File: src/rtl/ep_out_pkg.sv
package ep_out_pkg;
    typedef enum logic [1:0] {
        CPU_WAIT   = 2'd0,
        CPU_NOTIFY = 2'd1,
        CPU_OWN    = 2'd2
    } cpu_state_t;
endpackage

File: src/rtl/ep_bank_mem.sv
module ep_bank_mem #(
    parameter int NB = 3,
    parameter int BB = 8,
    parameter int BW = 2,
    parameter int AW = 3
) (
    input  logic          clk,
    input  logic          we,
    input  logic [BW-1:0] wbank,
    input  logic [AW-1:0] widx,
    input  logic [7:0]    wdata,
    input  logic [BW-1:0] rbank,
    input  logic [AW-1:0] ridx,
    output logic [7:0]    rdata
);
    localparam int DEPTH = NB * BB;
    localparam int DW = (DEPTH > 1) ? $clog2(DEPTH) : 1;

    logic [7:0]    store [DEPTH];
    logic [DW-1:0] waddr;
    logic [DW-1:0] raddr;

    always_comb begin
        waddr = DW'(wbank) * DW'(BB) + DW'(widx);
        raddr = DW'(rbank) * DW'(BB) + DW'(ridx);
    end

    always_ff @(posedge clk) begin
        if (we) store[waddr] <= wdata;
    end

    assign rdata = store[raddr];
endmodule

File: src/rtl/ep_fill_ctl.sv
module ep_fill_ctl #(
    parameter int NB = 3,
    parameter int BB = 8,
    parameter int BW = 2,
    parameter int AW = 3,
    parameter int PW = 4
) (
    input  logic                 clk,
    input  logic                 rst_n,
    input  logic                 en,
    input  logic [BW-1:0]        last_bank,
    input  logic                 bus_wr,
    input  logic [7:0]           bus_data,
    input  logic                 bus_eop,
    input  logic                 rel,
    input  logic [BW-1:0]        rel_bank,
    output logic                 bus_ready,
    output logic                 overflow,
    output logic [NB-1:0]        full,
    output logic [NB-1:0][PW-1:0] cnt,
    output logic                 mem_we,
    output logic [BW-1:0]        mem_bank,
    output logic [AW-1:0]        mem_idx,
    output logic [7:0]           mem_data
);
    logic [BW-1:0] wbank;
    logic [PW-1:0] wcnt;
    logic          room;

    function automatic logic [BW-1:0] step(input logic [BW-1:0] b, input logic [BW-1:0] last);
        return (b >= last) ? '0 : b + 1'b1;
    endfunction

    always_comb begin
        bus_ready = en && !full[wbank];
        room      = wcnt < PW'(BB);
        mem_we    = bus_ready && bus_wr && room;
        mem_bank  = wbank;
        mem_idx   = wcnt[AW-1:0];
        mem_data  = bus_data;
    end

    always_ff @(posedge clk) begin
        if (!rst_n || !en) begin
            full     <= '0;
            cnt      <= '0;
            wbank    <= '0;
            wcnt     <= '0;
            overflow <= 1'b0;
        end else begin
            if (rel) full[rel_bank] <= 1'b0;
            if ((bus_wr || bus_eop) && !bus_ready) overflow <= 1'b1;
            if (bus_wr && bus_ready && !room) overflow <= 1'b1;
            if (mem_we) wcnt <= wcnt + 1'b1;
            if (bus_eop && bus_ready) begin
                full[wbank] <= 1'b1;
                cnt[wbank]  <= wcnt + PW'(mem_we);
                wcnt        <= '0;
                wbank       <= step(wbank, last_bank);
            end
        end
    end

    a_r9_blocked_sets_overflow: assert property (@(posedge clk) disable iff (!rst_n)
        (en && (bus_wr || bus_eop) && !bus_ready) |=> overflow);

    a_r1_disabled_is_idle: assert property (@(posedge clk) disable iff (!rst_n)
        (!en) |=> (!overflow && full == '0));

    a_r12_clip_sets_overflow: assert property (@(posedge clk) disable iff (!rst_n)
        (en && bus_wr && bus_ready && !room) |=> overflow);
endmodule

File: src/rtl/ep_cpu_fsm.sv
module ep_cpu_fsm
    import ep_out_pkg::*;
#(
    parameter int NB = 3,
    parameter int BW = 2,
    parameter int AW = 3,
    parameter int PW = 4
) (
    input  logic                  clk,
    input  logic                  rst_n,
    input  logic                  en,
    input  logic [BW-1:0]         last_bank,
    input  logic [NB-1:0]         full,
    input  logic [NB-1:0][PW-1:0] cnt,
    input  logic                  cpu_rd,
    input  logic                  cpu_ack,
    input  logic                  cpu_release,
    input  logic                  irq_en,
    output logic                  rx_flag,
    output logic                  own_flag,
    output logic                  read_ok,
    output logic                  irq,
    output logic [BW-1:0]         rd_bank,
    output logic [AW-1:0]         rd_idx,
    output logic                  rel,
    output logic [BW-1:0]         rel_bank
);
    cpu_state_t    state, nstate;
    logic [BW-1:0] rbank, nbk;
    logic [PW-1:0] ptr;

    always_comb begin
        nbk    = (rbank >= last_bank) ? '0 : rbank + 1'b1;
        nstate = state;
        unique case (state)
            CPU_WAIT:   if (full[rbank]) nstate = CPU_NOTIFY;
            CPU_NOTIFY: if (cpu_ack) nstate = CPU_OWN;
            CPU_OWN:    if (cpu_release)
                            nstate = ((nbk != rbank) && full[nbk]) ? CPU_NOTIFY : CPU_WAIT;
            default:    nstate = CPU_WAIT;
        endcase
    end

    always_ff @(posedge clk) begin
        if (!rst_n || !en) begin
            state <= CPU_WAIT;
            rbank <= '0;
            ptr   <= '0;
        end else begin
            state <= nstate;
            if (rel) rbank <= nbk;
            if (state != CPU_NOTIFY && nstate == CPU_NOTIFY) ptr <= '0;
            else if (cpu_rd && read_ok) ptr <= ptr + 1'b1;
        end
    end

    always_comb begin
        rx_flag  = (state == CPU_NOTIFY);
        own_flag = (state != CPU_WAIT);
        read_ok  = own_flag && (ptr < cnt[rbank]);
        irq      = rx_flag && irq_en;
        rel      = (state == CPU_OWN) && cpu_release;
        rel_bank = rbank;
        rd_bank  = rbank;
        rd_idx   = ptr[AW-1:0];
    end

    a_r5_release_rejected: assert property (@(posedge clk) disable iff (!rst_n)
        (en && rx_flag && cpu_release && !cpu_ack) |=> (rx_flag && own_flag && $stable(rbank)));

    a_r4_ack_keeps_buffer: assert property (@(posedge clk) disable iff (!rst_n)
        (en && rx_flag && cpu_ack && !cpu_rd) |=> (!rx_flag && own_flag && $stable(ptr)));

    a_r11_empty_read_holds: assert property (@(posedge clk) disable iff (!rst_n)
        (en && own_flag && cpu_rd && !read_ok && !cpu_release) |=> $stable(ptr));

    a_r6_release_advances: assert property (@(posedge clk) disable iff (!rst_n)
        (en && rel && last_bank != '0) |=> (rbank != $past(rbank)));

    a_r2_flags_together: assert property (@(posedge clk) disable iff (!rst_n)
        $rose(rx_flag) |-> $rose(own_flag) || $past(state) == CPU_OWN);
endmodule

File: src/rtl/out_ep_bank_ctrl.sv
module out_ep_bank_ctrl #(
    parameter int NBANK      = 3,
    parameter int BANK_BYTES = 8
) (
    input  logic       clk,
    input  logic       rst_n,
    input  logic       cfg_en,
    input  logic [1:0] cfg_banks,
    input  logic       irq_en,
    input  logic       bus_wr,
    input  logic [7:0] bus_data,
    input  logic       bus_eop,
    output logic       bus_ready,
    output logic       overflow,
    input  logic       cpu_rd,
    output logic [7:0] cpu_rdata,
    input  logic       cpu_ack,
    input  logic       cpu_release,
    output logic       rx_flag,
    output logic       own_flag,
    output logic       read_ok,
    output logic       irq
);
    localparam int BW = (NBANK > 1) ? $clog2(NBANK) : 1;
    localparam int AW = (BANK_BYTES > 1) ? $clog2(BANK_BYTES) : 1;
    localparam int PW = $clog2(BANK_BYTES + 1);

    logic [BW-1:0]            last_bank;
    logic [NBANK-1:0]         full;
    logic [NBANK-1:0][PW-1:0] cnt;
    logic                     mem_we, rel;
    logic [BW-1:0]            mem_bank, rd_bank, rel_bank;
    logic [AW-1:0]            mem_idx, rd_idx;
    logic [7:0]               mem_data, mem_rdata;

    always_comb begin
        if (cfg_banks == 2'd0)                 last_bank = '0;
        else if (32'(cfg_banks) > NBANK)       last_bank = BW'(NBANK - 1);
        else                                   last_bank = BW'(cfg_banks - 2'd1);
    end

    ep_fill_ctl #(.NB(NBANK), .BB(BANK_BYTES), .BW(BW), .AW(AW), .PW(PW)) u_fill (
        .clk(clk), .rst_n(rst_n), .en(cfg_en), .last_bank(last_bank),
        .bus_wr(bus_wr), .bus_data(bus_data), .bus_eop(bus_eop),
        .rel(rel), .rel_bank(rel_bank),
        .bus_ready(bus_ready), .overflow(overflow), .full(full), .cnt(cnt),
        .mem_we(mem_we), .mem_bank(mem_bank), .mem_idx(mem_idx), .mem_data(mem_data)
    );

    ep_bank_mem #(.NB(NBANK), .BB(BANK_BYTES), .BW(BW), .AW(AW)) u_mem (
        .clk(clk), .we(mem_we), .wbank(mem_bank), .widx(mem_idx), .wdata(mem_data),
        .rbank(rd_bank), .ridx(rd_idx), .rdata(mem_rdata)
    );

    ep_cpu_fsm #(.NB(NBANK), .BW(BW), .AW(AW), .PW(PW)) u_cpu (
        .clk(clk), .rst_n(rst_n), .en(cfg_en), .last_bank(last_bank),
        .full(full), .cnt(cnt), .cpu_rd(cpu_rd), .cpu_ack(cpu_ack),
        .cpu_release(cpu_release), .irq_en(irq_en),
        .rx_flag(rx_flag), .own_flag(own_flag), .read_ok(read_ok), .irq(irq),
        .rd_bank(rd_bank), .rd_idx(rd_idx), .rel(rel), .rel_bank(rel_bank)
    );

    assign cpu_rdata = read_ok ? mem_rdata : 8'h00;

    a_r7_read_gated: assert property (@(posedge clk) disable iff (!rst_n)
        (!own_flag) |-> (!read_ok && cpu_rdata == 8'h00));
endmodule

File: config.mk
export PLATFORM = sky130hd
export DESIGN_NAME = out_ep_bank_ctrl
export DESIGN_NICKNAME = d
export VERILOG_FILES = /design/src/rtl/ep_out_pkg.sv /design/src/rtl/ep_bank_mem.sv /design/src/rtl/ep_fill_ctl.sv /design/src/rtl/ep_cpu_fsm.sv /design/src/rtl/out_ep_bank_ctrl.sv
export SDC_FILE = /design/constraint.sdc
export NUM_CORES = 1
export LEC_CHECK = 0
export ABC_CLOCK_PERIOD_IN_PS = 3840
export BUFFER_PORTS_ARGS = -buffer_cell sky130_fd_sc_hd__buf_2
export CELL_PAD_IN_SITES_DETAIL_PLACEMENT = 1
export CELL_PAD_IN_SITES_GLOBAL_PLACEMENT = 2
export CORE_MARGIN = 2
export CORE_UTILIZATION = 38
export DETAILED_ROUTE_END_ITERATION = 7
export GPL_ROUTABILITY_DRIVEN = 0
export PLACE_DENSITY_LB_ADDON = 0.3
export RECOVER_POWER = 25
export SYNTH_ARGS = -nofsm -noshare
export SYNTH_HDL_FRONTEND = slang
export SYNTH_HIERARCHICAL = 1
export SYNTH_SLANG_ARGS = --single-unit
File: constraint.sdc
create_clock -name clk -period 3.84 [get_ports clk]
set_clock_uncertainty 0.05 [all_clocks]
set_input_delay 0.192 -clock clk [delete_from_list [all_inputs] [get_ports clk]]
set_output_delay 0.192 -clock clk [all_outputs]
set_load 0.05 [all_outputs]
# Word level (Yosys, flattened, before mapping)
# Memories as Yosys holds them, arrays and structs flattened.
# Index checks and enable logic that the tools add are counted.
[classes] n_lt_le_gt_ge=9 bitwise=3 mux=31 div=0 add_sub_neg=8 n_reduce_logical=27 n_eq_ne=5 shifts=0 mul=0
[ops] cell="$logic_and A1 B1 Y1" count=14
[ops] cell="$bwmux W12" count=1
[ops] cell="$mux W2" count=6
[ops] cell="$add A5 B3 Y5" count=2
[ops] cell="$mux W1" count=10
[ops] cell="$lt A2 B3 Y1 const B" count=3
[ops] cell="$mux W3" count=3
[ops] cell="$add A4 B1 Y4 const B" count=2
[ops] cell="$bmux W4 S2" count=1
[ops] cell="$demux W4 S2" count=1
[ops] cell="$mux W4" count=2
[ops] cell="$mux W8" count=1
[ops] cell="$bmux W1 S2" count=3
[ops] cell="$pmux W2 S3" count=1
[ops] cell="$logic_not A1 Y1" count=5
[ops] cell="$add A2 B1 Y2 const B" count=2
[ops] cell="$add A4 B1 Y4" count=1
[ops] cell="$demux W1 S2" count=2
[ops] cell="$eq A2 B1 Y1 const B" count=2
[ops] cell="$ge A2 B1 Y1 const B" count=2
[ops] cell="$ge A2 B2 Y1" count=2
[ops] cell="$logic_not A2 Y1" count=2
[ops] cell="$lt A4 B4 Y1" count=1
[ops] cell="$lt A4 B4 Y1 const B" count=1
[ops] cell="other kinds (10)" count=13
[word_totals] ram_bits=192 input_bits=19 latchBits=0 out_inout_bits=14 mem_count=1 register_bits=30 rom_bits=0
[memory_table] memory="u_mem.store" words=24 width=8 rd=1 rd_ports_with_merged_regs=0 write_ports=1 line_no="ep_bank_mem.sv:19" source="logic [7:0] store [DEPTH];"

# Longest topological paths before layout
[logic_depth] word_depth=13 depth_mapped=11 mapped_depth_nobuf=10

# Hierarchy
# The synthesis kept the hierarchy.
[by_module_without_submodules] module="ep_bank_mem" cells_each=375 n_inst=1 area_per_inst_um2=7559.8 seq_area_each_um2=5765.5
[by_module_without_submodules] module="ep_fill_ctl" cells_each=138 n_inst=1 area_per_inst_um2=1173.6 seq_area_each_um2=440.4
[by_module_without_submodules] module="ep_cpu_fsm" cells_each=98 n_inst=1 area_per_inst_um2=778.2 seq_area_each_um2=160.2
[by_module_without_submodules] module="out_ep_bank_ctrl" cells_each=10 n_inst=1 area_per_inst_um2=62.6 seq_area_each_um2=0.0

# Worst setup path after synthesis
# OpenSTA, ideal clock, no wires.
[synth_path] path_type="flip-flop to flip-flop" startpoint="register u_fill.wbank[1], in the netlist u_fill/mem_bank[1]" endpoint="memory u_mem.store[0][0] (enable)" path_stages_with_launch=9 t_arrival_ns=2.563 path_slack_ns=0.857 cell_sequence="dfxtp_1 > mux2i_2 > o211ai_1 > inv_1 > nand2_1 > inv_1 > or3b_2 > clkbuf_1 > nor2_1"
[synth_via] elab_chain_len=8 word_cells_on_any_way=9
[synth_rtl] element="from (decl)" line_no="ep_fill_ctl.sv:26" source="logic [BW-1:0] wbank;"
[synth_rtl] element="from (signal assigned)" line_no="ep_fill_ctl.sv:59" source="wbank <= step(wbank, last_bank);"
[synth_rtl] element="$bmux W1 S2" line_no="ep_fill_ctl.sv:35" source="bus_ready = en && !full[wbank];"
[synth_rtl] element="$mux W1 (implied by the code)" line_no="ep_fill_ctl.sv:35"
[synth_rtl] element="$logic_not A1 Y1" line_no="ep_fill_ctl.sv:35"
[synth_rtl] element="$logic_and A1 B1 Y1" line_no="ep_fill_ctl.sv:35"
[synth_rtl] element="net bus_ready" line_no="out_ep_bank_ctrl.sv:13" source="output logic bus_ready,"
[synth_rtl] element="$logic_and A1 B1 Y1 (2 in a row)" line_no="ep_fill_ctl.sv:37" source="mem_we = bus_ready && bus_wr && room;"
[synth_rtl] element="net mem_we" line_no="out_ep_bank_ctrl.sv:31" source="logic mem_we, rel;"
[synth_rtl] element="$mux W1" line_no="ep_bank_mem.sv:29" source="if (we) store[waddr] <= wdata;"
[synth_rtl] element="$mux W1 (implied by the code)" line_no="ep_bank_mem.sv:29"
[synth_rtl] element="to (decl)" line_no="ep_bank_mem.sv:19"
# The timed path passes the listed nets, and every way through them passes these cells. The select of a mux whose other input is x is not followed.

# Final worst setup path
[layout_path] startpoint="register u_cpu.rbank[0], in the netlist u_cpu/rd_bank[0]" endpoint="output cpu_rdata[5]"
[layout_via] elab_chain_len=5 word_cells_on_any_way=7
[layout_rtl] element="from (decl)" line_no="ep_cpu_fsm.sv:29" source="logic [BW-1:0] rbank, nbk;"
[layout_rtl] element="from (signal assigned)" line_no="ep_cpu_fsm.sv:51" source="if (rel) rbank <= nbk;"
[layout_rtl] element="parallel branches: the longest is 4 deep, another holds $mem_v2 Z24 W8"
[layout_rtl] element="$mux W8 *" line_no="out_ep_bank_ctrl.sv:63" source="assign cpu_rdata = read_ok ? mem_rdata : 8'h00;"
[layout_rtl] element="to (decl)" line_no="out_ep_bank_ctrl.sv:16" source="output logic [7:0] cpu_rdata,"
# Every way passes the cells marked *. The select of a mux whose other input is x is not followed.

==> impl_metrics.ini <==
[finish]
nets = 677
area_growth_pct = 11.29
drive_gt1_share_pct = 17.30
seq_area_mm2 = 0.006371
antenna_cells = 0
nFillCells = 2518
multiInputGateArea_mm2 = 0.002824

[global_route]
grt_pass1_vias = 5660
grt_pass1_wl_um = 34900
grtUsageTotal_pct = 17.51
antenna_found_initial = 0
grt_max_degree = 45
grt-ovfl-total = 0

[clocking]
cts_buffer_depth = 3
numClockSinks = 222
clk_pin_slew_ns = 0.06
cts_setup_buffers = 0
cts_root_buf = clkbuf_16
post_cts_resized = 0
htree_levels = 1
cts_buffers = 24
tritoncts = yes
clock_latency_ns = 0.51

[drt]
vias = 5296
drc = 0
drt-pass1-iter-count = 4
detail-route-antenna-nets = 0
dr.first_iter.drc_count = 396
wl_um = 22440
wire_per_inst_um = 22.69
via_per_inst = 5.355

[synthesis]
synth.cell_area_mm2 = 0.009574
syn-instance-count = 621
ys_types = 56
synthFlopType = edfxtp_1
ys_ff_latch = 222
ys_seq_area_share_pct = 66.49
synth_edf_count = 192
synth_nets = 654
synthArstFlopShare_pct = 0
synth_area_per_cell_um2 = 15.42
yosysWarnings = 6

[critical_path]
end_kind = primary output
crit_start = u_cpu/rd_bank[0]
crit_required_ns = 3.60
start_kind = flip-flop
r2r_start = u_fill/mem_bank[1]
criticalPathCategory = flip-flop to primary output
cp.arrival_ns = 3.10
cp_max_fo = 12

[power]
p_total_mw = 4.904
p_leak_nw = 3.261
ir_drop_mv = 0.4115
powerDensity_mw_per_mm2 = 460.2

[floorplanning]
num_io_pins = 33
row_count = 58
core_mm2 = 0.02496
initial_core_util_pct = 38.35
dieArea_mm2 = 0.02648
die_height_um = 162.7
die_w_um = 162.7

[placement]
placement.io_buffers = 32
dp.final_hpwl_um = 15010

[timing]
period_needed_ns = 3.346
max_freq_mhz = 298.8
fin_crit_sh_pct = 87.14
hold_violations = 0
final_max_slew_viol_count = 0
slew_headroom_pct = 15.30
rsz0062_at_grt = false
setup_tns_ns = 0
finalSetupViolations = 0
worst_pin_slew_ns = 1.271

[job]
maxCapViolCount = 0

[status]
status = finished clean

[hold_path]
hold_class = input port to flip-flop
min_from = bus_eop
[layout by cell type (no fill, tap or decap), types with 3 or more instances in the layout]
cell type      instances
a211oi_1               3
a21o_1                 3
a21oi_1               27
a22oi_1                9
a2bb2oi_1              8
a31oi_1                3
and2_1                13
buf_2                 27
buf_4                  7
clkbuf_1               8
clkbuf_16             25
clkinv_1               7
dfxtp_1               28
dlygate4sd3_1          4
edfxtp_1             192
ha_1                  14
inv_1                 15
mux2i_1               46
mux4_2                32
nand2_1               22
nand2b_1               3
nand3_1               22
nand3b_1               8
nand4_1                4
nor2_1                44
nor2b_1                5
nor3_1                 9
o211ai_1               9
o21ai_0               12
o22ai_1                3
o311ai_1               8
[cell type report]
cell class                 count  share of cell area [%]
clock buffer                  28                   5.977
timing repair buffer          44                   2.501
inverter                      15                  0.5284
clock inverter                13                  0.8220
tap                          330                   3.875
multi-input combinational    337                   26.50
sequential                   222                   59.79
[cell usage after synthesis, drive strengths merged, types with 4 or more instances]
library cell / instances / area (um^2)
ha: 14 / 175.2
inv: 15 / 56.30
nand2: 22 / 82.58
nor3: 10 / 55.05
mux2i: 47 / 474.2
buf: 37 / 285.3
a311oi: 4 / 47.55
nor2: 44 / 165.2
dfxtp: 30 / 600.6
nand3: 22 / 110.1
a22oi: 9 / 67.56
o211ai: 9 / 67.56
clkbuf: 10 / 42.54
a2bb2oi: 8 / 70.07
edfxtp: 192 / 5766
nand4: 4 / 25.02
o311ai: 9 / 86.34
o21ai: 13 / 65.06
nand3b: 8 / 60.06
mux4: 32 / 720.7
a21oi: 29 / 152.7
and2: 13 / 81.33
nor2b: 6 / 45.04
[critical path: stages (launching register included)]
cell and delay (ns):
dfxtp_1 0.48, mux2i_1 0.24, nor2_1 0.05, a21oi_1 0.16
ha_1 0.25, o21a_1 0.19, nor3_2 0.31, a21o_1 0.42
and2_1 0.21, buf_2 0.26
[cells by family (layout without fill, tap and decap cells)]
logic type | after synthesis | after routing | synth area share [%]
flip-flops | 222 | 222 | 66.49
AND/OR/NAND/NOR | 141 | 141 | 7.514
AO/OA/AOI/OAI | 101 | 101 | 7.488
multiplexers | 79 | 79 | 12.48
buffers and inverters | 62 | 100 | 4.012
adder cells (fa/ha/maj) | 14 | 14 | 1.830
XOR/XNOR | 2 | 2 | 0.1830
[per-layer routing]
metal | routed length (um) | vias to the layer above | global-route usage (%)
li1 | - | 2459 | -
met1 | 10610 | 2723 | 24.89
met2 | 10490 | 81 | 28.43
met3 | 913 | 33 | 2.878
met4 | 429 | 0 | 3.942
met5 | 0 | - | 0
[state kept, by name, indices dropped and copies added (netlist names)]
register	count
u_mem/store	192
u_fill/full	3
u_fill/mem_bank	2
u_fill/cnt	12
u_cpu/rd_bank	2
u_fill/wcnt	4
u_cpu/state	2
u_cpu/ptr	4
u_fill/overflow	1
[stage by stage]
step / instances / instance area, um^2 / worst slack [ns] / utilization (%) / hold WS (ns)
after global placement: 944 / 9897 / 0.9306 / 39.65 / 0.4370
final: 989 / 10660 / 0.4938 / 42.68 / 0.05831
after global routing: 989 / 10660 / 0.2029 / 42.68 / 0.07254
after floorplan: 621 / 9574 / 0.8567 / - / 0.3116
after CTS: 989 / 10660 / 0.3930 / 42.71 / 0.03778
after detailed placement: 944 / 9897 / 0.7555 / 39.65 / 0.4435
[report_power, final]
| group | internal [mW] | switching, mW |
|---|---|---|
| combinational | 0.0317 | 0.0949 |
| sequential | 2.63 | 0.00499 |
| clock | 1.24 | 0.906 |
[path summary, 6_finish.rpt]
check | endpoint | slack, ns | cells after the start
setup / recovery | cpu_rdata[5] | 0.49 | 9
hold / removal | u_fill/wcnt[2] | 0.06 | 4
setup reg to reg | u_mem/store[16][0] | 0.71 | 7
hold reg to reg | u_fill/cnt[5] | 0.45 | 2
[timing repair]
action | CTS | global route
hold endpoints to repair | 6 | 0
setup endpoints to repair | 0 | 0
hold buffers | 4 | 0
Power figures use the tool's default switching activity.
